==> src/rtl/mmio_port_pkg.sv <==
package mmio_port_pkg;

  // Bit positions inside a status/control word
  localparam int READY_BIT = 0;
  localparam int IE_BIT    = 1;

  // Register offsets inside the window (sequence decoded by software)
  localparam int OFS_RX_STAT = 'h0;
  localparam int OFS_RX_DATA = 'h4;
  localparam int OFS_TX_STAT = 'h8;
  localparam int OFS_TX_DATA = 'hC;

  localparam int NUM_CHAN = 2;
  localparam int CH_RX    = 0;
  localparam int CH_TX    = 1;

  typedef enum logic [2:0] {
    SEL_NONE,
    SEL_RX_STAT,
    SEL_RX_DATA,
    SEL_TX_STAT,
    SEL_TX_DATA
  } regSelT;

  // Strobes from decode control to the datapath
  typedef struct packed {
    logic popRx;    // load of receive data
    logic pushTx;   // store to transmit data (not yet gated by ready)
    logic ctlRxWr;  // store to receive status
    logic ctlTxWr;  // store to transmit status
  } portStrobeT;

endpackage

==> src/rtl/mmio_port_ctrl.sv <==
module mmio_port_ctrl
  import mmio_port_pkg::*;
#(
  parameter int          ADDR_W   = 32,
  parameter int          WIN_LOG2 = 16,
  parameter logic [31:0] WIN_BASE = 32'hFFFF_0000
) (
  input  logic [ADDR_W-1:0] busAddr,
  input  logic              busRead,
  input  logic              busWrite,
  output regSelT            rdSel,
  output portStrobeT        strobe
);

  localparam int HI_W = ADDR_W - WIN_LOG2;

  logic [HI_W-1:0]     baseHi;
  logic [WIN_LOG2-1:0] offset;
  logic                inWindow;
  regSelT              hitSel;

  assign baseHi   = WIN_BASE[ADDR_W-1:WIN_LOG2];
  assign offset   = busAddr[WIN_LOG2-1:0];
  assign inWindow = (busAddr[ADDR_W-1:WIN_LOG2] == baseHi);

  always_comb begin
    hitSel = SEL_NONE;
    if (inWindow) begin
      if (offset == WIN_LOG2'(OFS_RX_STAT))      hitSel = SEL_RX_STAT;
      else if (offset == WIN_LOG2'(OFS_RX_DATA)) hitSel = SEL_RX_DATA;
      else if (offset == WIN_LOG2'(OFS_TX_STAT)) hitSel = SEL_TX_STAT;
      else if (offset == WIN_LOG2'(OFS_TX_DATA)) hitSel = SEL_TX_DATA;
    end
  end

  assign rdSel = busRead ? hitSel : SEL_NONE;

  always_comb begin
    strobe         = '0;
    strobe.popRx   = busRead  && (hitSel == SEL_RX_DATA);
    strobe.pushTx  = busWrite && (hitSel == SEL_TX_DATA);
    strobe.ctlRxWr = busWrite && (hitSel == SEL_RX_STAT);
    strobe.ctlTxWr = busWrite && (hitSel == SEL_TX_STAT);
  end

endmodule

==> src/rtl/mmio_port_flag.sv <==
module mmio_port_flag (
  input  logic clk,
  input  logic rstN,
  input  logic setEv,
  input  logic clrEv,
  input  logic ieWr,
  input  logic ieVal,
  output logic ready,
  output logic ie
);

  always_ff @(posedge clk or negedge rstN) begin
    if (!rstN) begin
      ready <= 1'b0;
      ie    <= 1'b0;
    end else begin
      // device-side set has priority over a processor-side clear
      if (setEv)      ready <= 1'b1;
      else if (clrEv) ready <= 1'b0;
      if (ieWr)       ie    <= ieVal;
    end
  end

endmodule

==> src/rtl/mmio_port_dp.sv <==
module mmio_port_dp
  import mmio_port_pkg::*;
#(
  parameter int BUS_W  = 32,
  parameter int DATA_W = 8
) (
  input  logic                clk,
  input  logic                rstN,
  input  regSelT              rdSel,
  input  portStrobeT          strobe,
  input  logic [BUS_W-1:0]    busWdata,
  output logic [BUS_W-1:0]    busRdata,
  input  logic                rxStrobe,
  input  logic [DATA_W-1:0]   rxByte,
  input  logic                txFree,
  output logic                txLaunch,
  output logic [DATA_W-1:0]   txByte,
  output logic                irq,
  output logic [NUM_CHAN-1:0] chanReady,
  output logic [NUM_CHAN-1:0] chanIe
);

  localparam int PAD_W = BUS_W - DATA_W;
  localparam int STAT_PAD_W = BUS_W - 2;

  logic [NUM_CHAN-1:0] setEv, clrEv, ieWr;
  logic [DATA_W-1:0]   rxData, txData;
  logic                txAccept;

  assign txAccept = strobe.pushTx & chanReady[CH_TX];

  assign setEv[CH_RX] = rxStrobe;
  assign setEv[CH_TX] = txFree;
  assign clrEv[CH_RX] = strobe.popRx;
  assign clrEv[CH_TX] = txAccept;
  assign ieWr[CH_RX]  = strobe.ctlRxWr;
  assign ieWr[CH_TX]  = strobe.ctlTxWr;

  for (genvar c = 0; c < NUM_CHAN; c++) begin : gChan
    mmio_port_flag uFlag (
      .clk   (clk),
      .rstN  (rstN),
      .setEv (setEv[c]),
      .clrEv (clrEv[c]),
      .ieWr  (ieWr[c]),
      .ieVal (busWdata[IE_BIT]),
      .ready (chanReady[c]),
      .ie    (chanIe[c])
    );
  end

  always_ff @(posedge clk or negedge rstN) begin
    if (!rstN) begin
      rxData   <= '0;
      txData   <= '0;
      txLaunch <= 1'b0;
    end else begin
      if (rxStrobe) rxData <= rxByte;
      if (txAccept) txData <= busWdata[DATA_W-1:0];
      txLaunch <= txAccept;
    end
  end

  assign txByte = txData;
  assign irq    = |(chanReady & chanIe);

  always_comb begin
    unique case (rdSel)
      SEL_RX_STAT: busRdata = {{STAT_PAD_W{1'b0}}, chanIe[CH_RX], chanReady[CH_RX]};
      SEL_RX_DATA: busRdata = {{PAD_W{1'b0}}, rxData};
      SEL_TX_STAT: busRdata = {{STAT_PAD_W{1'b0}}, chanIe[CH_TX], chanReady[CH_TX]};
      SEL_TX_DATA: busRdata = {{PAD_W{1'b0}}, txData};
      default:     busRdata = '0;
    endcase
  end

  // upper store bits have no destination
  logic unusedWdata;
  assign unusedWdata = ^busWdata[BUS_W-1:DATA_W];

endmodule

==> src/rtl/mmio_poll_port.sv <==
module mmio_poll_port
  import mmio_port_pkg::*;
#(
  parameter int          ADDR_W   = 32,
  parameter int          BUS_W    = 32,
  parameter int          DATA_W   = 8,
  parameter int          WIN_LOG2 = 16,
  parameter logic [31:0] WIN_BASE = 32'hFFFF_0000
) (
  input  logic              clk,
  input  logic              rstN,
  input  logic [ADDR_W-1:0] busAddr,
  input  logic              busRead,
  input  logic              busWrite,
  input  logic [BUS_W-1:0]  busWdata,
  output logic [BUS_W-1:0]  busRdata,
  input  logic              rxStrobe,
  input  logic [DATA_W-1:0] rxByte,
  input  logic              txFree,
  output logic              txLaunch,
  output logic [DATA_W-1:0] txByte,
  output logic              irq
);

  regSelT              rdSel;
  portStrobeT          strobe;
  logic [NUM_CHAN-1:0] chanReady;
  logic [NUM_CHAN-1:0] chanIe;

  mmio_port_ctrl #(
    .ADDR_W   (ADDR_W),
    .WIN_LOG2 (WIN_LOG2),
    .WIN_BASE (WIN_BASE)
  ) uCtrl (
    .busAddr  (busAddr),
    .busRead  (busRead),
    .busWrite (busWrite),
    .rdSel    (rdSel),
    .strobe   (strobe)
  );

  mmio_port_dp #(
    .BUS_W  (BUS_W),
    .DATA_W (DATA_W)
  ) uDp (
    .clk       (clk),
    .rstN      (rstN),
    .rdSel     (rdSel),
    .strobe    (strobe),
    .busWdata  (busWdata),
    .busRdata  (busRdata),
    .rxStrobe  (rxStrobe),
    .rxByte    (rxByte),
    .txFree    (txFree),
    .txLaunch  (txLaunch),
    .txByte    (txByte),
    .irq       (irq),
    .chanReady (chanReady),
    .chanIe    (chanIe)
  );

endmodule

==> config.mk <==
export PLATFORM = sky130hd
export DESIGN_NAME = mmio_poll_port
export DESIGN_NICKNAME = d
export VERILOG_FILES = /design/src/rtl/mmio_port_pkg.sv /design/src/rtl/mmio_port_ctrl.sv /design/src/rtl/mmio_port_flag.sv /design/src/rtl/mmio_port_dp.sv /design/src/rtl/mmio_poll_port.sv
export SDC_FILE = /design/constraint.sdc
export NUM_CORES = 1
export LEC_CHECK = 0
export ABC_CLOCK_PERIOD_IN_PS = 1650
export BUFFER_PORTS_ARGS = -buffer_cell sky130_fd_sc_hd__clkbuf_2
export CAP_MARGIN = 20
export CORE_MARGIN = 2
export CORE_UTILIZATION = 34
export CTS_BUF_LIST = sky130_fd_sc_hd__clkbuf_8 sky130_fd_sc_hd__clkbuf_16
export DETAILED_ROUTE_END_ITERATION = 8
export PLACE_DENSITY = 0.77
export SETUP_SLACK_MARGIN = 0.15
export SLEW_MARGIN = 20
export SYNTH_ARGS = -nofsm -noshare
export SYNTH_HDL_FRONTEND = slang
export SYNTH_SLANG_ARGS = --single-unit
==> constraint.sdc <==
create_clock -name clk -period 1.65 [get_ports clk]
set_clock_uncertainty 0.2 [all_clocks]
set_input_delay 0.165 -clock clk [delete_from_list [all_inputs] [get_ports clk]]
set_output_delay 0.165 -clock clk [all_outputs]
set_load 0.05 [all_outputs]
==> results of run 1 <==
[metrics by stage]
| step | power [W] | cells | hold slack, ns | worst slack, ns |
|---|---|---|---|---|
| 5_1_grt | 0.00124 | 264 | 0.0511 | -0.468 |
| 3_3_place_gp | 0.000816 | 240 | -0.0467 | -0.568 |
| 6_report | 0.00118 | 264 | 0.0445 | -0.407 |
| 2_1_floorplan | 0.000777 | 137 | -0.331 | -0.671 |
| 4_1_cts | 0.00119 | 263 | 0.0442 | -0.421 |
| 3_5_place_dp | 0.000821 | 240 | -0.0328 | -0.584 |
[what timing repair did]
action                                  4_1_cts  5_1_grt
hold endpoints to repair                     40        0
gates resized for setup                      25        8
hold buffers                                 18        0
buffers inserted                              1        1
endpoints found under the setup margin       22       22
pin swaps                                    10        4
cloned                                        0        0
[sequential cells by signal (all words and copies together) (netlist names)]
register,count
uDp.rxData,8
uDp.txByte,8
uDp.gChan.uFlag.ie,2
uDp.gChan.uFlag.ready,2
uDp.txLaunch,1
[path summary, 6_finish.rpt]
path                                             endpoint  slack [ns]  cells past startpoint
worst max register to register  uDp.txByte[6]$_DFFE_PN0P_        0.09                      4
min in group asynchronous       uDp.rxData[3]$_DFFE_PN0P_        0.23                      2
worst min register to register  uDp.rxData[4]$_DFFE_PN0P_        0.31                      1
worst min-delay path            uDp.rxData[0]$_DFFE_PN0P_        0.04                      2
worst max-delay path                          busRdata[1]       -0.41                      8
max in group asynchronous          uDp.txLaunch$_DFF_PN0_        0.66                      2
[metal layers]
layer	share of wire, %	vias up
met3	5.3	4
li1	-	565
met5	0	-
met1	38	571
met2	56	44
met4	1.2	0
[cells in the final DEF, fill, tap and decap left out, types with 5 or more instances in the layout]
cell           instances
dlygate4sd3_1         18
nor2_4                 6
clkbuf_2              62
mux2_2                10
buf_4                 10
conb_1                24
dfrtp_1               21
buf_6                  5
buf_8                  6
mux2_4                 8
nand4_1                7
mux2i_1                6
[kinds of logic (layout without fill, tap and decap cells)]
kind of cell | Yosys count | count (layout) | share of synthesized area, %
simple gates | 34 | 34 | 17.2
buf+inv | 29 | 108 | 15.5
mux | 26 | 26 | 25.4
flops | 21 | 21 | 39.5
compound gates | 3 | 3 | 1.98
other cells | 1 | 24 | 0.282
[power by group]
| group | internal [W] | switching, W |
|---|---|---|
| sequential | 0.000534 | 0.0000112 |
| clock | 0.000168 | 0.000161 |
| combinational | 0.000117 | 0.000190 |
[worst max-delay path: stages]
cell      delay (ns)
clkbuf_2        0.08
or4_4           0.53
nor4_4          0.30
buf_4           0.16
nand3_2         0.06
buf_6           0.13
nor2b_4         0.12
buf_12          0.14
[layout make-up]
class,count,area (sq um)
repair buffers,103,752
flip-flops and latches,21,526
multi-input cells,87,751
clock inverters,1,5.00
fillers,336,1580
inverters,1,3.75
well taps,48,60.1
clock buffers,3,41.3
==> impl_metrics.csv, run 1 <==
group,metric,value,unit
status,status,"finished with violations",
status,failed_checks,"negative setup slack",
cts,path_clk_slew,0.07,ns
global_routing,grtUsageTotal,16.3,%
global_routing,grt_max_degree,22,
synth,synthTopCellsByCount,"buf_4 (24), dfrtp_1 (21), mux2_2 (10)",
synth,yosys_register_bits,21,
timing,period_share,125,%
synth,ys_async_sr_fraction,100,%
cts,numClockSinks,21,
synth,synth_most_common_cell,"buf_4",
cts,cts_tree,"yes",
setup_path,end_kind,"primary output",
setup_path,crit_type,"input pin to primary output",
layout,final_area,0.00214,sq mm
synth,synth_top_area_share,39.5,%
synth,yosysTopAreaCell,"dfrtp_1",
layout,fin_util,57.5,%
setup_path,timing.rr.start,"uDp.gChan[1].uFlag.ready$_DFFE_PN0P_",
placed_design,post_dp_cell_area,0.00178,sq mm
drt,drc,0,
drt,routed_wl,3.54,mm
global_routing,gr-total-overflow,0,
cts,root_buffer,"clkbuf_8",
timing,fin_tns_setup,-6.80,ns
drt,dr.pass1.iters,4,
cts,htree_levels,1,
synth,yosysWarnings,0,
timing,fmax,486,MHz
drt,routedWlPerCell,13.4,microns
setup_path,critPathLaunchType,"input pin",
synth,synth_cells,114,
global_routing,grt_util_met3,4.05,%
global_routing,antenna_found_initial,0,
timing,rsz0062_at_grt,"yes",
timing,setup_ws,-0.407,ns
hold_path,holdCritStartpoint,"rxStrobe",
cts,clockBufferDepth,2,
drt,drt_iter0_drc,16,
pwr,peakVddDrop,0.477,mV
global_routing,grt_pass1_wl,5.35,mm
pwr,leakage,1.08,nW
synth,synth_edf_count,0,
drt,dr_total_vias,1184,
layout,diodes,0,
placed_design,io_buffers,71,
die,start_util,35.8,%
die,die_height,66.5,microns
timing,final_hold_viol_count,0,
die,io_pins,120,
setup_path,cp.arrival,1.69,ns
setup_path,crit_required,1.28,ns
setup_path,cp_max_fo,3,
synth,syn_area_per_cell,11.7,sq um
drt,postRouteAntennaNets,0,
cts,numCtsBuffers,3,
layout,nets,295,
timing,post-route-min-period,2.06,ns
timing,final_max_slew_viol_count,0,
synth,netlist_area,0.00133,sq mm
layout,area_growth,60.9,%
synth,ys_seq_area_share,39.5,%
synth,yosysUniqueCellTypes,28,
synth,ys.flop_type,"dfrtp_1",
layout,drive_gt1_share,57.4,%
global_routing,top_usage_layer,"met2",
hold_path,hp-class,"input pin to flop",
setup_path,crit_start,"busAddr[12]",
global_routing,gr-usage-met1,18.9,%
placed_design,gp_congestion,0.775,
global_routing,met2_usage,29.0,%
die,die_area,0.00442,sq mm
global_routing,first_global_vias,1144,
pwr,p_per_area,552,mW/mm^2
drt,vias_per_cell,4.48,
cts,worstSkewPairLatency,0.25,ns
timing,worstMarginPinSlew,0.523,ns
run,drv_cap,0,
die,rows,22,
placed_design,hpwl,2.70,mm
timing,max_slew_margin,65.1,%
die,fp.dieW,66.5,microns
die,core,0.00372,sq mm
timing,final-setup-viol-count,20,
synth,yosys-top-cells-area,"dfrtp_1 (40%), buf_4 (14%), mux2_4 (9.0%)",
Power figures use the tool's default switching activity.
==> run 2, diff against run 1 <==
--- a/config.mk
+++ b/config.mk
@@ -12,6 +12,7 @@
 export CORE_UTILIZATION = 34
 export CTS_BUF_LIST = sky130_fd_sc_hd__clkbuf_8 sky130_fd_sc_hd__clkbuf_16
 export DETAILED_ROUTE_END_ITERATION = 8
+export GPL_TIMING_DRIVEN = 0
 export PLACE_DENSITY = 0.77
 export SETUP_SLACK_MARGIN = 0.15
 export SLEW_MARGIN = 20
==> run 2 against run 1 <==
The run still ends with negative setup slack left. Cell count is 7.2% higher. Clock power is 3% higher. Power is 3.9% higher. Final area is 6.7% higher. Sequential share of layout area is 1.5 points lower. Utilization is 3.9 points higher. Wire length is 2.6% lower. Register-to-register slack worse by 0.02 ns. Setup slack worse by 0.033 ns. Sequential power hardly changed.
==> impl_metrics.csv, run 2 (same netlist as run 1, synthesis figures left out) <==
group,metric,value,unit
cts,path_clk_slew,0.08,ns
pwr,peakVddDrop,0.554,mV
placed_design,hpwl,2.35,mm
die,start_util,35.8,%
timing,max_slew_margin,56.5,%
status,failed_checks,"negative setup slack",
global_routing,top_usage_layer,"met2",
cts,htree_levels,1,
timing,whs,0.0894,ns
setup_path,timing.rr.start,"uDp.gChan[1].uFlag.ready$_DFFE_PN0P_",
global_routing,grt_util_met3,3.55,%
drt,routed_wl,3.45,mm
hold_path,hp-class,"input pin to flop",
die,io_pins,120,
layout,fin_cells,283,
timing,fmax,478,MHz
setup_path,crit_required,1.59,ns
layout,nets,314,
setup_path,cp_max_fo,8,
global_routing,gr-total-overflow,0,
layout,drive_gt1_share,59.6,%
setup_path,endpoint,"uDp.txByte[0]$_DFFE_PN0P_",
timing,rsz0062_at_grt,"yes",
die,rows,22,
hold_path,holdPathStages,3,
layout,layout_common_cells,"clkbuf_2 (60), buf_4 (27), conb_1 (24), dfrtp_1 (21), dlygate4sd3_1 (18)",
global_routing,grtUsageTotal,14.8,%
timing,post-route-min-period,2.09,ns
timing,period_share,127,%
setup_path,critPathLaunchType,"input pin",
global_routing,met2_usage,26.9,%
setup_path,slowest_delay,0.54,ns
status,status,"finished with violations",
drt,vias_per_cell,4.29,
global_routing,grt_pass1_wl,5.00,mm
placed_design,pre_cts_ws,-0.952,ns
drt,dr.pass1.iters,4,
drt,dr_total_vias,1214,
placed_design,io_buffers,69,
die,die_area,0.00442,sq mm
timing,final-setup-viol-count,20,
die,die_height,66.5,microns
global_routing,grt_max_degree,22,
setup_path,r2r_setup_slack,0.07,ns
setup_path,slowest_stage,"or4_4",
cts,root_buffer,"clkbuf_8",
timing,worstMarginPinSlew,0.653,ns
timing,final_hold_viol_count,0,
cts,cts_tree,"yes",
cts,clockBufferDepth,2,
pwr,p_per_area,538,mW/mm^2
drt,postRouteAntennaNets,0,
die,core,0.00372,sq mm
pwr,leakage,1.17,nW
drt,routedWlPerCell,12.2,microns
placed_design,post_dp_cell_area,0.00185,sq mm
layout,final_area,0.00228,sq mm
global_routing,gr-usage-met1,18.2,%
setup_path,crit_type,"input pin to flop",
setup_path,end_kind,"flop",
run,drv_cap,0,
timing,final_max_slew_viol_count,0,
drt,drt_iter0_drc,17,
setup_path,rr_worst_depth,4,
setup_path,cp.arrival,2.03,ns
cts,worstSkewPairLatency,0.25,ns
cts,numClockSinks,21,
cts,numCtsBuffers,3,
setup_path,cp_common_cell,"buf_6",
drt,drc,0,
setup_path,crit_start,"busAddr[11]",
global_routing,antenna_found_initial,0,
layout,fillers,332,
layout,mostFrequentLayoutCell,"clkbuf_2",
placed_design,gp_congestion,0.756,
setup_path,r2r_end,"uDp.txByte[0]$_DFFE_PN0P_",
layout,diodes,0,
global_routing,first_global_vias,1117,
setup_path,worstPathCellList,"clkbuf_2, or4_4, nor4_4, buf_4, buf_6, and4_1, buf_6, mux2_4",
die,fp.dieW,66.5,microns
timing,setup_ws,-0.440,ns
placed_design,dp.cells,254,
layout,area_growth,71.8,%
run 2: changes by cell type in the layout (fill, tap and decap cells not counted), moves of 2 or more:
cell      change
buf_12        -2
buf_4        +17
clkbuf_1      +2
clkbuf_2      -2
buf_8         +2
run 2: worst min path at each step:
stage	start	end	slack (ns)
floorplan	rstN	uDp.gChan[0].uFlag.ie$_DFFE_PN0P_	-0.33
global placement	rstN	uDp.rxData[4]$_DFFE_PN0P_	-0.03
detailed placement	rstN	uDp.rxData[4]$_DFFE_PN0P_	-0.03
CTS	busWrite	uDp.gChan[0].uFlag.ie$_DFFE_PN0P_	0.06
global route	busWrite	uDp.gChan[0].uFlag.ie$_DFFE_PN0P_	0.10
finish	busWrite	uDp.gChan[0].uFlag.ie$_DFFE_PN0P_	0.09
run 2: routing by layer:
layer | wire length (microns) | vias to the layer above
met3 | 173 | 2
li1 | - | 607
met4 | 11 | 0
met5 | 0 | -
met2 | 1840 | 37
met1 | 1420 | 568
run 2: metrics by stage:
| stage | setup TNS, ns | util [%] | total power, W |
|---|---|---|---|
| global placement | -13.49 | 49.8 | 0.000853 |
| floorplan | -8.96 | - | 0.000777 |
| finish | -7.86 | 61.4 | 0.00123 |
| global route | -9.21 | 61.4 | 0.00129 |
| detailed placement | -13.41 | 49.8 | 0.000857 |
| CTS | -6.76 | 60.0 | 0.00124 |
run 2: cell type report:
cell class	instances	area (sq um)	area share, %
Buffer	28	203	8.88
Clock buffer	3	41.3	1.81
Clock inverter	1	7.51	0.329
Inverter	1	3.75	0.164
Multi-Input combinational cell	87	762	33.4
Sequential cell	21	526	23.0
Tap cell	48	60.1	2.63
Timing Repair Buffer	94	679	29.8
run 2: worst max-delay path, delay by kind of cell:
family	cells	cell delay [ns]
buf+inv	4	0.51
mux	1	0.31
simple gates	3	1.05
run 2: repair_timing:
action	4_1_cts	5_1_grt
hold buffers	18	0
gates resized for setup	27	13
pin swaps	11	2
setup buffers	4	3
endpoints found under the hold margin	40	0
setup endpoints to repair	21	22
gates cloned	0	0
run 2: report_power, final:
part	switching [W]	internal (W)
logic	0.000196	0.000151
clock network	0.000168	0.000170
registers	0.00000889	0.000534
